$ cat src/rtl/spi_regmaster.sv
module spi_regmaster #(
  parameter int DIV_W = 16,
  parameter int NSS   = 8
) (
  input  logic             clk,
  input  logic             rst_n,
  input  logic [4:0]       reg_addr,
  input  logic             reg_wr,
  input  logic [31:0]      reg_wdata,
  output logic [31:0]      reg_rdata,
  output logic             sclk,
  output logic             mosi,
  input  logic             miso,
  output logic [NSS-1:0]   ss_n,
  output logic             irq
);
  localparam int LEN_W  = 7;
  localparam int BITS   = 1 << LEN_W;
  localparam int EDGE_W = LEN_W + 2;
  localparam logic [LEN_W:0]    ONE_N = 1;
  localparam logic [EDGE_W-1:0] ONE_E = 1;

  logic [BITS-1:0]   field;
  logic [LEN_W-1:0]  len;
  logic              ss_gate, irq_en, lsb_first, drive_fall, sample_fall, busy;
  logic [DIV_W-1:0]  div, cnt;
  logic [NSS-1:0]    sel;
  logic [EDGE_W-1:0] edg;
  logic              sclk_q, mosi_q, irq_q;

  function automatic logic [LEN_W-1:0] bitpos(input logic [LEN_W:0] k,
                                               input logic [LEN_W:0] nb,
                                               input logic lf);
    logic [LEN_W:0] p;
    p = lf ? k : nb - ONE_N - k;
    return p[LEN_W-1:0];
  endfunction

  wire [2:0]       widx     = reg_addr[4:2];
  wire             wr_ok    = reg_wr && (!busy || widx == 3'd6);
  wire             go       = reg_wr && !busy && widx == 3'd4 && reg_wdata[8];
  wire [LEN_W:0]   nbits    = (len == '0) ? (LEN_W+1)'(BITS) : {1'b0, len};
  wire [LEN_W:0]   go_nbits = (reg_wdata[LEN_W-1:0] == '0) ? (LEN_W+1)'(BITS)
                                                            : {1'b0, reg_wdata[LEN_W-1:0]};
  wire             tick     = busy && cnt == '0;
  wire             last     = tick && edg == ({nbits, 1'b0} - ONE_E);
  wire [EDGE_W-1:0] edg_p1  = edg + ONE_E;
  wire [LEN_W:0]   rx_k     = edg[EDGE_W-1:1];
  wire [LEN_W:0]   tx_k     = drive_fall ? edg_p1[EDGE_W-1:1] : edg[EDGE_W-1:1];
  wire             do_rx    = tick && (edg[0] == sample_fall);
  wire             do_tx    = tick && (edg[0] == drive_fall) && tx_k < nbits;
  logic            unused_addr;
  assign unused_addr = ^reg_addr[1:0];

  always_comb begin
    case (widx)
      3'd0, 3'd1, 3'd2, 3'd3: reg_rdata = field[{widx[1:0], 5'd0} +: 32];
      3'd4: reg_rdata = {18'd0, ss_gate, irq_en, lsb_first, drive_fall, sample_fall,
                         busy, 1'b0, len};
      3'd5: reg_rdata = {{(32-DIV_W){1'b0}}, div};
      3'd6: reg_rdata = {{(32-NSS){1'b0}}, sel};
      default: reg_rdata = '0;
    endcase
  end

  always_ff @(posedge clk or negedge rst_n) begin
    if (!rst_n) begin
      field <= '0;  len <= '0;  div <= '0;  cnt <= '0;  sel <= '0;  edg <= '0;
      ss_gate <= 1'b0;  irq_en <= 1'b0;  lsb_first <= 1'b0;
      drive_fall <= 1'b0;  sample_fall <= 1'b0;  busy <= 1'b0;
      sclk_q <= 1'b0;  mosi_q <= 1'b0;  irq_q <= 1'b0;
    end else begin
      if (wr_ok) begin
        case (widx)
          3'd0, 3'd1, 3'd2, 3'd3: field[{widx[1:0], 5'd0} +: 32] <= reg_wdata;
          3'd4: begin
            len         <= reg_wdata[LEN_W-1:0];
            sample_fall <= reg_wdata[9];
            drive_fall  <= reg_wdata[10];
            lsb_first   <= reg_wdata[11];
            irq_en      <= reg_wdata[12];
            ss_gate     <= reg_wdata[13];
            irq_q       <= 1'b0;
          end
          3'd5: div <= reg_wdata[DIV_W-1:0];
          3'd6: sel <= reg_wdata[NSS-1:0];
          default: ;
        endcase
      end
      if (go) begin
        busy   <= 1'b1;
        cnt    <= div;
        edg    <= '0;
        sclk_q <= 1'b0;
        mosi_q <= field[bitpos('0, go_nbits, reg_wdata[11])];
      end
      if (busy) begin
        if (tick) begin
          cnt    <= div;
          sclk_q <= ~sclk_q;
          edg    <= edg_p1;
          if (do_rx) field[bitpos(rx_k, nbits, lsb_first)] <= miso;
          if (do_tx) mosi_q <= field[bitpos(tx_k, nbits, lsb_first)];
          if (last) begin
            busy   <= 1'b0;
            mosi_q <= 1'b0;
            irq_q  <= irq_q | irq_en;
          end
        end else begin
          cnt <= cnt - 1'b1;
        end
      end
    end
  end

  assign sclk = sclk_q;
  assign mosi = busy & mosi_q;
  assign irq  = irq_q;
  assign ss_n = ~(ss_gate ? (sel & {NSS{busy}}) : sel);

endmodule

$ cat config.mk
export PLATFORM = sky130hd
export DESIGN_NAME = spi_regmaster
export DESIGN_NICKNAME = d
export VERILOG_FILES = /design/src/rtl/spi_regmaster.sv
export SDC_FILE = /design/constraint.sdc
export NUM_CORES = 1
export LEC_CHECK = 0
export BUFFER_PORTS_ARGS = -buffer_cell sky130_fd_sc_hd__buf_2
export CORE_ASPECT_RATIO = 1.4
export CORE_MARGIN = 4
export CORE_UTILIZATION = 25
export DETAILED_ROUTE_END_ITERATION = 7
export SLEW_MARGIN = 30
export SYNTH_ARGS = -nofsm -noshare
export SYNTH_HDL_FRONTEND = slang
export SYNTH_SLANG_ARGS = --single-unit
$ cat constraint.sdc
create_clock -name clk -period 11.5 [get_ports clk]
set_clock_uncertainty 0.15 [all_clocks]
set_input_delay 2.3 -clock clk [delete_from_list [all_inputs] [get_ports clk]]
set_output_delay 2.3 -clock clk [all_outputs]
set_load 0.01 [all_outputs]
Yosys cells after proc, flatten, opt, wreduce, memory -nomap -nowiden

Index checks and enable logic that the tools add are counted.

Bitwise logic cells: 5
Multiplexer cells: 44
$lt $le $gt $ge: 5
Shift operators: 3
Add/sub/neg operators: 8
Reduce and logical (&&, ||, !) cells: 21
Equal/unequal tests: 9

Operators with widths:

| kind                                                                         | number |
|---|---|
| 128-bit 2-to-1 mux                                                           | 5 |
| 128-bit bitwise mux                                                          | 2 |
| 32-bit case mux with 4 select lines                                          | 1 |
| 32-bit by 9-bit variable shift with 128-bit output, first input constant     | 1 |
| 128-bit by 8-bit variable part select with 32-bit output                     | 1 |
| 32-bit by 9-bit variable part select with 128-bit output                     | 1 |
| 16-bit 2-to-1 mux                                                            | 3 |
| 7-bit 2-to-1 mux                                                             | 4 |
| 9-bit 2-to-1 mux                                                             | 3 |
| 7-bit by 8-bit less-than comparator with 1-bit output, second input constant | 3 |
| 8-bit 2-to-1 mux                                                             | 3 |
| 1-bit 2-to-1 mux                                                             | 20 |
| 16-bit logical NOT                                                           | 1 |
| 16-bit by 1-bit subtractor with 16-bit output, second input constant         | 1 |
| 1-bit binary-select mux with 7-bit select                                    | 2 |
| 7-bit logical NOT                                                            | 2 |
| 7-bit by 1-bit subtractor with 7-bit output, second input constant           | 2 |
| 7-bit subtractor                                                             | 2 |
| 1-bit logical AND                                                            | 10 |
| 9-bit by 1-bit adder with 9-bit output, second input constant                | 1 |
| 3-bit == test, second input constant                                         | 3 |
| 9-bit == test                                                                | 1 |
| 7-bit negation with 9-bit output                                             | 1 |
| 9-bit by 1-bit subtractor with 9-bit output, second input constant           | 1 |
| 17 further kinds                                                             | 21 |

Flip-flop bits (word level): 193
Word-level logic and storage cells: 110

Longest topological paths before layout

Gate-level depths: netlist of the first run.

Word-level depth: 13
Gate-level depth with buffers: 18
Depth with buffers taken out: 16

Worst setup path before layout of the first run

Ideal clock, no wire load.

Path kind: input-to-output
Start point: in reg_addr[3]
End point: out reg_rdata[7]
Stages: 10
Setup slack: 4419 ps
Data arrival time: 4631 ps
Cells stage by stage: clkbuf_1 -> buf_1 -> clkbuf_1 -> inv_1 -> ha_1 -> and2_1 -> clkbuf_1 -> clkbuf_1 -> a222oi_1 -> inv_1

Word-level cells in the longest chain between the ends: 3
Elaborated cells on any way between the ends: 10
Those cells by class: eq/ne: 6; shift: 1; mux: 1; reduce/logical: 2

Ends and longest elaborated chain:

| element                                                                                                          | RTL line | source |
|---|---|---|
| start: declaration                                                                                               | 7        | `input logic [4:0] reg_addr,` |
| parallel branches: the longest is 2 deep, another holds 128-bit by 8-bit variable part select with 32-bit output | --       |  |
| 32-bit case mux with 4 select lines (*)                                                                          | 56       | `case (widx)` |
| end: declaration                                                                                                 | 10       | `output logic [31:0] reg_rdata,` |

Mark *: on every way between the ends.

Worst setup path in the final report of the first run

Start point: in reg_addr[2]
End point: out reg_rdata[10]

The elaborated chain is that of the path after synthesis.

==> results by group, run 1 <==
Status
  • Status: complete, no violations

Logic synthesis
  • Top cell type's share of synthesized area: a little over 30%
  • Syn Std Cell Area: 15570 um^2
  • Post-synth cell types: 70
  • Post-synth top area cell: dfrtp_1
  • Primary FF master, synth: dfrtp_1
  • Post-synth ARST share: 100.0%
  • Top post-synthesis cells by area: dfrtp_1 (31%), mux2_2 (10%), nand2_1 (8.2%), mux4_2 (5.9%), o21ai_0 (4.0%)
  • Synth Warn #: 0
  • Avg Synthesized Cell Area: 8.446 um^2
  • Synthesized flop and latch total: 193
  • Sequential fraction of the synthesis area: 31.03%
  • Post-Synthesis Net Count: around 1900
  • Gate Count Post-Synth: 1843
  • Post-synth EDFFs: 0

Drt
  • Drt via density: a little under 6
  • DR iter-0 viols: 1578
  • Via count: 15462
  • DR DRC count: 0
  • Routed WL: 63.21 mm
  • DRT antenna net count: 0
  • DRT Pass-1 Iters: 5
  • Avg WL per Cell: 23.84 um

STA
  • Final setup violating endpoints: 0
  • Slew at the pin with the worst max-slew slack: 1018 ps
  • Peak Freq: approximately 130 MHz
  • Fin. Hold Viols: 0
  • Final min period: between 7000 and 8000 ps
  • Slew HR: 31.96%
  • Final WS setup: 4071 ps
  • Pins Over Slew Limit: 0
  • RSZ-0062 raised after global routing: false
  • Final period util: 64.60%
  • Setup TNS: 0 ps

CTS
  • Clock tree buffer depth: 2
  • H-tree depth: 4
  • Post-CTS setup buffer count: 0
  • Hold buffer count at CTS: 0
  • # clock sinks: 193
  • Worst-path clk slew: 70 ps
  • CTS tree: done
  • Root buffer cell: clkbuf_16
  • Worst-Skew Late Latency: 480 ps
  • Num CTS Buffers: 17
  • Post_cts resized: 0

Critical path
  • Crit path max fanout: 37
  • End of the critical path: reg_rdata[10]
  • FF-to-FF setup slack: 6070 ps
  • FF-to-FF path depth: 16
  • CP startpoint: reg_addr[2]
  • Endpoint class of the critical path: output port
  • WP data required: 9050 ps
  • CP peak stage delay: roughly 550 ps
  • Slowest CP cell: buf_4
  • Crit path kind: input port to output port
  • Crit start category: input port
  • Data arrival, critical path: about 5000 ps
  • Reg2reg end: field[58]$_DFF_PN0_
  • R2R Path Start: len[4]$_DFFE_PN0P_
  • CP cell instances: buf_2, buf_4, inv_1, ha_1, nor4_1, nor2_2, a222oi_1, inv_1, buf_2

Die
  • Die footprint: approximately 66000 um^2
  • Die X-Extent: ~220 um
  • Core area: ~62000 um^2
  • Die height: 303.2 um
  • IO Pins: 84
  • Starting density of the core: 25.15%
  • Num rows: 108

Pwr
  • Combinational Power Share: 51.4%
  • Pwr per Cell Area: 180.2 nW/um^2
  • Leak: 0.006975 uW
  • Psw: 1539 uW
  • Power Internal: between 1500 and 2000 uW
  • Max VDD drop: 0.0001443 V
  • Clock share of power: about a fifth
  • Switching portion of total power: between 40% and 50%
  • Sequential share of power: approximately 30%

Final layout
  • Layout cells sized above 1: between 20% and 30%
  • Multi-input gate area: 9960 um^2
  • Fill cells: 6691
  • Layout area overhead: 11.28%
  • Nets@finish: 1883
  • Seq. cell area: 4830 um^2
  • Commonest non-fill, non-tap cell in the layout: nand2_1
  • Most frequent cells in the layout: nand2_1 (335), dfrtp_1 (193), mux2_2 (145)

Placed design
  • Port Buffers: 81
  • Place WS: 4072 ps
  • Hpwl dp: 42.76 mm
  • Gp weighted congestion: 0.9616

Global route
  • Vias in the first global route: 15105
  • Total track usage: 18.65%
  • Largest net degree at the start of global routing: 73
  • Global-route wire length before repair: 95.67 mm
  • Initial antenna violation count: 12
  • Gr ovfl total: 0

Run
  • Max Cap Viol: 0

Min path
  • Hold WC Path Type: register to register
## worst min path at each step
stage	from	end	slack, ps	cells past startpoint
finish	cnt[9]$_DFFE_PN0P_	cnt[9]$_DFFE_PN0P_	360	2
global route	cnt[9]$_DFFE_PN0P_	cnt[9]$_DFFE_PN0P_	390	2
CTS	cnt[9]$_DFFE_PN0P_	cnt[9]$_DFFE_PN0P_	360	2
detailed placement	cnt[9]$_DFFE_PN0P_	cnt[9]$_DFFE_PN0P_	350	2
global placement	cnt[9]$_DFFE_PN0P_	cnt[9]$_DFFE_PN0P_	330	2
floorplan	cnt[9]$_DFFE_PN0P_	cnt[9]$_DFFE_PN0P_	310	2
## worst max-delay path: cells and delay by family
kind / cells / cell delay [ps]
AND/OR/NAND/NOR: 2 / 630
AO/OA/AOI/OAI: 1 / 530
adder cells (fa/ha/maj): 1 / 350
buffers and inverters: 5 / 1160
## state kept, by name, indices dropped and copies added (netlist names), 7 cells and up
name,cells
field,128
div,16
edg,9
cnt,16
sel,8
len,7
## layer usage
metal | vias to the layer above | share of wire [%] | track usage (%)
met4 | 6 | 4.9 | 9.499
met5 | - | 0.065 | 0
li1 | 6732 | - | -
met2 | 850 | 47 | 30.15
met1 | 7698 | 39 | 23.17
met3 | 176 | 8.5 | 4.485
## area by class of cell
class	instances	share of cell area, %
diodes	6	0.08668
clock buffers	21	2.658
clock inverters	10	0.4551
inverters	51	1.105
multi-input cells	1421	57.50
flip-flops and latches	193	27.88
well taps	825	5.959
repair buffers	125	4.356
## cell families after synthesis
| family | after synthesis | share of synthesized area, % |
|---|---|---|
| xor gates and xnor gates | 34 | 1.961 |
| DFF | 193 | 31.03 |
| muxes | 222 | 18.77 |
| adders and majority gates | 33 | 2.749 |
| AOI/OAI and AO/OA | 413 | 18.03 |
| buffers and inverters | 229 | 5.651 |
| and+or+nand+nor | 719 | 21.82 |
## power by group through the flow
stage / Sequential [uW] / Clock (uW) / Combinational, uW
floorplan: 869 / 0 / 1080
global placement: 932 / 0 / 1540
detailed placement: 935 / 0 / 1560
CTS: 923 / 595 / 1570
global route: 942 / 620 / 1710
finish: 927 / 590 / 1600
## Yosys cell counts, drive strengths merged (10+ instances only)
cell type,n
nor3,82
mux2i,35
nor4,61
nand4,15
xor2,14
mux4,41
o21ai,127
o41ai,16
nor2,56
a32oi,12
buf,23
clkbuf,155
and2,21
nand2,340
or3,12
a21oi,63
a22o,33
a31oi,10
ha,31
xnor2,20
a22oi,18
a221oi,24
o31a,17
and3,21
dfrtp,193
nand3,59
a211oi,16
inv,51
mux2,146
## through the flow
stage          hold WS, ps  std cells  total power [uW]  cell area, um^2  utilization [%]
2_1_floorplan        312.0       1843              1949            15570                -
3_3_place_gp         330.3       2615              2470            16750            27.06
3_5_place_dp         348.6       2615              2500            16750            27.07
4_1_cts              364.0       2646              3087            17290            27.94
5_1_grt              387.3       2649              3277            17310            27.98
6_report             363.8       2652              3121            17320            27.99
(Power assumes the default switching activity.)
==> run 2: changes to the inputs <==
==> constraint.sdc (replaced) <==
create_clock -name clk -period 6.8 [get_ports clk]
set_clock_uncertainty 0.15 [all_clocks]
set_input_delay 1.36 -clock clk [delete_from_list [all_inputs] [get_ports clk]]
set_output_delay 1.36 -clock clk [all_outputs]
set_load 0.01 [all_outputs]
==> run 2 against run 1 <==
Effect of this change: global-route usage up 0.36 points; setup slack got worse by 2700 ps; hold slack worse by 22 ps; critical endpoint is now field[50]$_DFF_PN0_; clock power up 95%; clock-buffer cell count fell by 2; combinational power grew 74%; die area did not move.
==> results by group, run 2 (synthesis results as in run 1) <==
CTS
  • CTS tree: done
  • Worst-path clk slew: 80 ps (about the same)
  • Hold buffer count at CTS: 0 (unchanged)
  • Clock tree buffer depth: 2 (unchanged)
  • Root buffer cell: clkbuf_16
  • Post-CTS setup buffer count: 0 (unchanged)
  • # clock sinks: 193 (unchanged)
  • Worst-Skew Late Latency: 480 ps (about the same)
  • Num CTS Buffers: 17 (unchanged)
  • Post_cts resized: 0 (unchanged)
  • H-tree depth: 4 (unchanged)

Final layout
  • Fill cells: 6647 (-0.66%)
  • Seq. cell area: 4830 um^2 (unchanged)
  • Max FFs per register: 128 (unchanged)
  • Layout cells sized above 1: 21.00% (+0.24 points)
  • Multi-input gate area: 9962 um^2 (about the same)
  • Most frequent cells in the layout: nand2_1 (334), dfrtp_1 (193), mux2_2 (145)
  • Largest registers: field x128, cnt x16, div x16
  • Layout area overhead: 12.14%
  • Nets@finish: 1885 (+0.11%)
  • Commonest non-fill, non-tap cell in the layout: nand2_1
  • Biggest register: field

Global route
  • Initial antenna violation count: 7 (-5)
  • Global-route wire length before repair: 96.59 mm (+0.96%)
  • Largest net degree at the start of global routing: 110 (+51%)
  • Gr ovfl total: 0 (unchanged)
  • Vias in the first global route: 15249 (+0.95%)
  • Total track usage: 19.01% (+0.36 points)

Drt
  • DR DRC count: 0 (unchanged)
  • Routed WL: 64.52 mm (+2.1%)
  • DRT antenna net count: 0 (unchanged)
  • DRT Pass-1 Iters: 6 (+1)
  • DR iter-0 viols: 1802 (+14%)
  • Drt via density: 5.833 (about the same)
  • Via count: 15475 (+0.084%)
  • Avg WL per Cell: 24.32 um (+2.0%)

Pwr
  • Clock share of power: 20.8% (+1.9 points)
  • Psw: 2653 uW (+72%)
  • Switching portion of total power: 48.29% (-1.0 points)
  • Combinational Power Share: 50.5% (-0.9 points)
  • Max VDD drop: 0.0002682 V (+86%)
  • Pwr per Cell Area: 314.7 nW/um^2 (+75%)
  • Power Internal: 2841 uW (+80%)
  • Leak: 0.007042 uW (+0.96%)
  • Sequential share of power: 28.6% (-1.1 points)

STA
  • Fin. Hold Viols: 0 (unchanged)
  • Final setup violating endpoints: 0 (unchanged)
  • Peak Freq: 184.2 MHz
  • Pins Over Slew Limit: 0 (unchanged)
  • Final WS setup: 1371 ps (-2701 ps)
  • Slew at the pin with the worst max-slew slack: 1072 ps (+53.53 ps)
  • Setup TNS: 0 ps (unchanged)
  • Slew HR: 28.56% (-3.4 points)
  • Final period util: 79.84%
  • RSZ-0062 raised after global routing: false
  • Final min period: roughly 5400 ps

Min path
  • Min-delay src: sclk$_DFF_PN0_
  • Hold WC Path Type: register to register

Die
  • Num rows: 108 (unchanged)
  • Starting density of the core: 25.15% (unchanged)
  • Die height: 303.2 um (unchanged)
  • IO Pins: 84 (unchanged)
  • Core area: 61890 um^2 (unchanged)
  • Die X-Extent: 218.9 um (unchanged)
  • Die footprint: 66380 um^2 (unchanged)

Critical path
  • Crit start category: register
  • WP data required: 7010 ps (-2040 ps)
  • Crit path max fanout: 37 (unchanged)
  • CP startpoint: len[4]$_DFFE_PN0P_
  • Endpoint class of the critical path: register
  • Crit path kind: register to register
  • Data arrival, critical path: 5640 ps (+660 ps)
  • R2R Path Start: len[4]$_DFFE_PN0P_

Run
  • Max Cap Viol: 0 (unchanged)

Placed design
  • Port Buffers: 81 (unchanged)
  • Gp weighted congestion: 0.9921 (+3.2%)
  • Place WS: 1457 ps (-2615 ps)
  • Hpwl dp: 44.06 mm (+3.0%)

Status
  • Status: complete, no violations
## run 2: cell count changes in the layout (fill, tap and decap cells not counted), moves of 2 or more
cell / change
diode_2: -2
buf_12: +2
inv_6: +2
bufinv_16: +4
buf_4: +2
buf_6: -2
## run 2: final timing paths
check,to,slack (ps),cells after the start
hold reg to reg,sclk$_DFF_PN0_,340,1
setup reg to reg,field[50]$_DFF_PN0_,1370,16
hold / removal,sclk$_DFF_PN0_,340,1
setup / recovery,field[50]$_DFF_PN0_,1370,16
min in group asynchronous,div[13]$_DFFE_PN0P_,790,1
max in group asynchronous,field[65]$_DFF_PN0_,4580,2
## run 2: cell type report
class | count | area share, %
tap | 825 | 5.914
antenna | 4 | 0.05734
timing repair buffer | 127 | 4.509
sequential | 193 | 27.67
clock inverter | 13 | 1.147
clock buffer | 19 | 2.537
inverter | 51 | 1.097
multi-input combinational | 1421 | 57.07
## run 2: critical path, stage by stage, from the launching register on
cell	delay, ps
dfrtp_1	470
or4_4	580
nor2_1	150
a21oi_1	180
or2_2	330
nor2_1	120
xnor2_1	220
ha_1	340
o21ai_0	130
a21boi_0	170
o21ai_0	260
a21oi_1	140
o31a_1	340
or2_2	590
buf_12	290
or4_1	550
mux2_2	290
## run 2: stage by stage
stage / utilization [%] / instances / instance area [um^2] / power [uW] / hold WS [ps]
5_1_grt: 28.20 / 2651 / 17450 / 5739 / 366.6
6_report: 28.20 / 2653 / 17460 / 5494 / 342.2
3_5_place_dp: 27.14 / 2617 / 16790 / 4269 / 334.7
3_3_place_gp: 27.13 / 2617 / 16790 / 4217 / 330.5
4_1_cts: 28.18 / 2649 / 17440 / 5426 / 346.0
2_1_floorplan: - / 1843 / 15570 / 3296 / 312.0
## run 2: power groups by stage
| stage | clock (uW) | combinational, uW | sequential, uW |
|---|---|---|---|
| floorplan | 0 | 1830 | 1470 |
| global placement | 0 | 2640 | 1580 |
| detailed placement | 0 | 2680 | 1590 |
| CTS | 1160 | 2700 | 1560 |
| global route | 1200 | 2940 | 1590 |
| finish | 1150 | 2780 | 1570 |
## run 2: per-layer routing
layer / vias to the layer above / global-route usage (%) / wire length (um)
li1: 6728 / - / -
met1: 7758 / 23.36 / 25070
met2: 812 / 31.91 / 31360
met3: 175 / 3.696 / 5056
met4: 2 / 9.273 / 3029
met5: - / 0 / 7
==> run 3: changes to the inputs <==
==> constraint.sdc (replaced) <==
create_clock -name clk -period 4.8 [get_ports clk]
set_clock_uncertainty 0.15 [all_clocks]
set_input_delay 0.96 -clock clk [delete_from_list [all_inputs] [get_ports clk]]
set_output_delay 0.96 -clock clk [all_outputs]
set_load 0.01 [all_outputs]
==> run 3 against run 2 <==
Effect of this change: final area increased by 4.1%; register-to-register slack got worse by 1200 ps; clock power grew 30%; die area stayed put; sequential cell count is the same; hold slack gained 10 ps; total power increased by 49%.
==> results by group, run 3 (synthesis results as in run 1) <==
CTS
  • Worst-Skew Late Latency: 500 ps (+20 ps)
  • Clock tree buffer depth: 2 (unchanged)
  • Hold buffer count at CTS: 0 (unchanged)
  • CTS tree: done
  • H-tree depth: 4 (unchanged)
  • Root buffer cell: clkbuf_16
  • # clock sinks: 193 (unchanged)
  • Worst-path clk slew: 80 ps (about the same)
  • Num CTS Buffers: 17 (unchanged)

Critical path
  • Crit path max fanout: 33 (-11%)
  • CP bufs+invs: 3 (+2)
  • CP startpoint: len[5]$_DFFE_PN0P_
  • CP peak stage delay: 580 ps (about the same)
  • CP top delay family: simple AND/OR/NAND/NOR gates
  • Crit path kind: register to register
  • WP data required: 5040 ps (-1970 ps)
  • Data arrival, critical path: 4870 ps (-770 ps)
  • Crit start category: register
  • CP cell instances: or4_4, nor2_2, a21oi_1, or2_2, nor2_1, xnor2_1, ha_1, o21ai_0, a21boi_1, o21ai_2, and3_1, nor4_1, buf_4, or2_2, buf_12, buf_4, nor4_1, mux2_2
  • Endpoint class of the critical path: register
  • Slowest CP cell: or4_4
  • R2R Path Start: len[5]$_DFFE_PN0P_

Global route
  • Vias in the first global route: 15489 (+1.6%)
  • Initial antenna violation count: 7 (unchanged)
  • Global-route wire length before repair: 98.57 mm (+2.0%)
  • Largest net degree at the start of global routing: 97 (-12%)
  • Total track usage: 19.57% (+0.56 points)
  • Gr ovfl total: 0 (unchanged)

STA
  • Slew at the pin with the worst max-slew slack: 972.2 ps (-99.44 ps)
  • Slew HR: 35.19% (+6.6 points)
  • Final period util: 96.48% (+17 points)
  • Setup TNS: 0 ps (unchanged)
  • Peak Freq: 215.9 MHz (+17%)
  • Final setup violating endpoints: 0 (unchanged)
  • Fin. Hold Viols: 0 (unchanged)
  • Final min period: 4631 ps (-797.9 ps)
  • Pins Over Slew Limit: 0 (unchanged)

Drt
  • WL met1: 25.71 mm (+2.6%)
  • Avg WL per Cell: 24.06 um (-1.1%)
  • DR DRC count: 0 (unchanged)
  • Top Metal Used: met5
  • Met3 routed WL: 5.189 mm (+2.6%)
  • DRT antenna net count: 0 (unchanged)
  • DR iter-0 viols: 1563 (-13%)
  • Routed WL: 65.54 mm (+1.6%)
  • Via count: 15543 (+0.44%)
  • Drt via density: 5.706 (-2.2%)
  • Met2 Wirelength: 31.35 mm (about the same)
  • DRT Pass-1 Iters: 5 (-1)

Final layout
  • Nets@finish: 1958 (+3.9%)
  • Biggest register: field
  • Layout cells sized above 1: 24.79% (+3.8 points)
  • Multi-input gate area: 10060 um^2 (+1.0%)
  • Seq. cell area: 4830 um^2 (unchanged)
  • Layout area overhead: 16.74%
  • Most frequent cells in the layout: nand2_1 (339), dfrtp_1 (193), mux2_2 (145)
  • Fill cells: 6692 (+0.68%)
  • Commonest non-fill, non-tap cell in the layout: nand2_1
  • Max FFs per register: 128 (unchanged)
  • Largest registers: field x128, cnt x16, div x16
  • Cell Count, Final, Fillers Out: 2724 (+2.7%)

Status
  • Status: complete, no violations

Die
  • Die height: 303.2 um (unchanged)
  • Die X-Extent: 218.9 um (unchanged)
  • Core area: 61890 um^2 (unchanged)
  • Num rows: 108 (unchanged)
  • Starting density of the core: 25.15% (unchanged)
  • IO Pins: 84 (unchanged)
  • Die footprint: 66380 um^2 (unchanged)

Placed design
  • Gp weighted congestion: 0.9931 (+0.10%)
  • Hpwl dp: 46.58 mm (+5.7%)
  • Port Buffers: 81 (unchanged)
  • DP Cell Count: 2690 (+2.8%)

Min path
  • Hold WC Path Type: register to register
  • Min-delay src: cnt[9]$_DFFE_PN0P_

Pwr
  • Max VDD drop: 0.0004136 V (+54%)
  • Pwr per Cell Area: 451.7 nW/um^2 (+44%)
  • Leak: 0.007426 uW (+5.5%)
  • Design Power: 8209 uW (+49%)

Run
  • Max Cap Viol: 0 (unchanged)
==> run 3: area by class of cell <==
class	count	share of cell area (%)
Antenna cell	3	0.04131
Clock buffer	18	2.417
Clock inverter	13	0.8262
Inverter	51	1.053
Multi-Input combinational cell	1421	55.37
Sequential cell	193	26.58
Tap cell	825	5.680
Timing Repair Buffer	200	8.035
==> run 3: report_power, final <==
part | switching (uW) | internal [uW]
clock | 754 | 747
sequential | 345 | 1870
combinational | 2830 | 1660
==> run 3: tightest hold or removal path: stages, from the launching register on <==
cell and delay (ps):
dfrtp_1 370, nand2_1 50, o21ai_0 50
==> run 3: worst paths after layout <==
check | end | slack (ps) | depth (start not counted)
setup / recovery | field[3]$_DFF_PN0_ | 170 | 18
hold / removal | cnt[9]$_DFFE_PN0P_ | 350 | 2
setup reg to reg | field[3]$_DFF_PN0_ | 170 | 18
hold reg to reg | cnt[9]$_DFFE_PN0P_ | 350 | 2
max in group asynchronous | field[4]$_DFF_PN0_ | 3060 | 2
min in group asynchronous | div[8]$_DFFE_PN0P_ | 420 | 1
==> run 3: routing by layer <==
layer  vias to the layer above  track usage [%]
met1                      7728            23.63
met5                         -                0
li1                       6880                -
met4                         8            9.980
met2                       761            32.52
met3                       166            4.644
==> run 3: per-stage QoR <==
stage | hold WS, ps | util [%] | setup slack, ps | cell area [um^2]
after floorplan | 312.0 | - | 398.5 | 15570
after global placement | 325.6 | 28.22 | 81.15 | 17460
after detailed placement | 337.2 | 28.22 | 22.79 | 17460
after CTS | 354.1 | 29.17 | 16.20 | 18050
after global routing | 400.0 | 29.36 | -14.86 | 18170
final | 352.7 | 29.36 | 168.8 | 18170
==> run 3: timing repair <==
item,CTS,global route
setup buffers,0,0
setup endpoints to repair,0,65
gates resized for setup,0,22
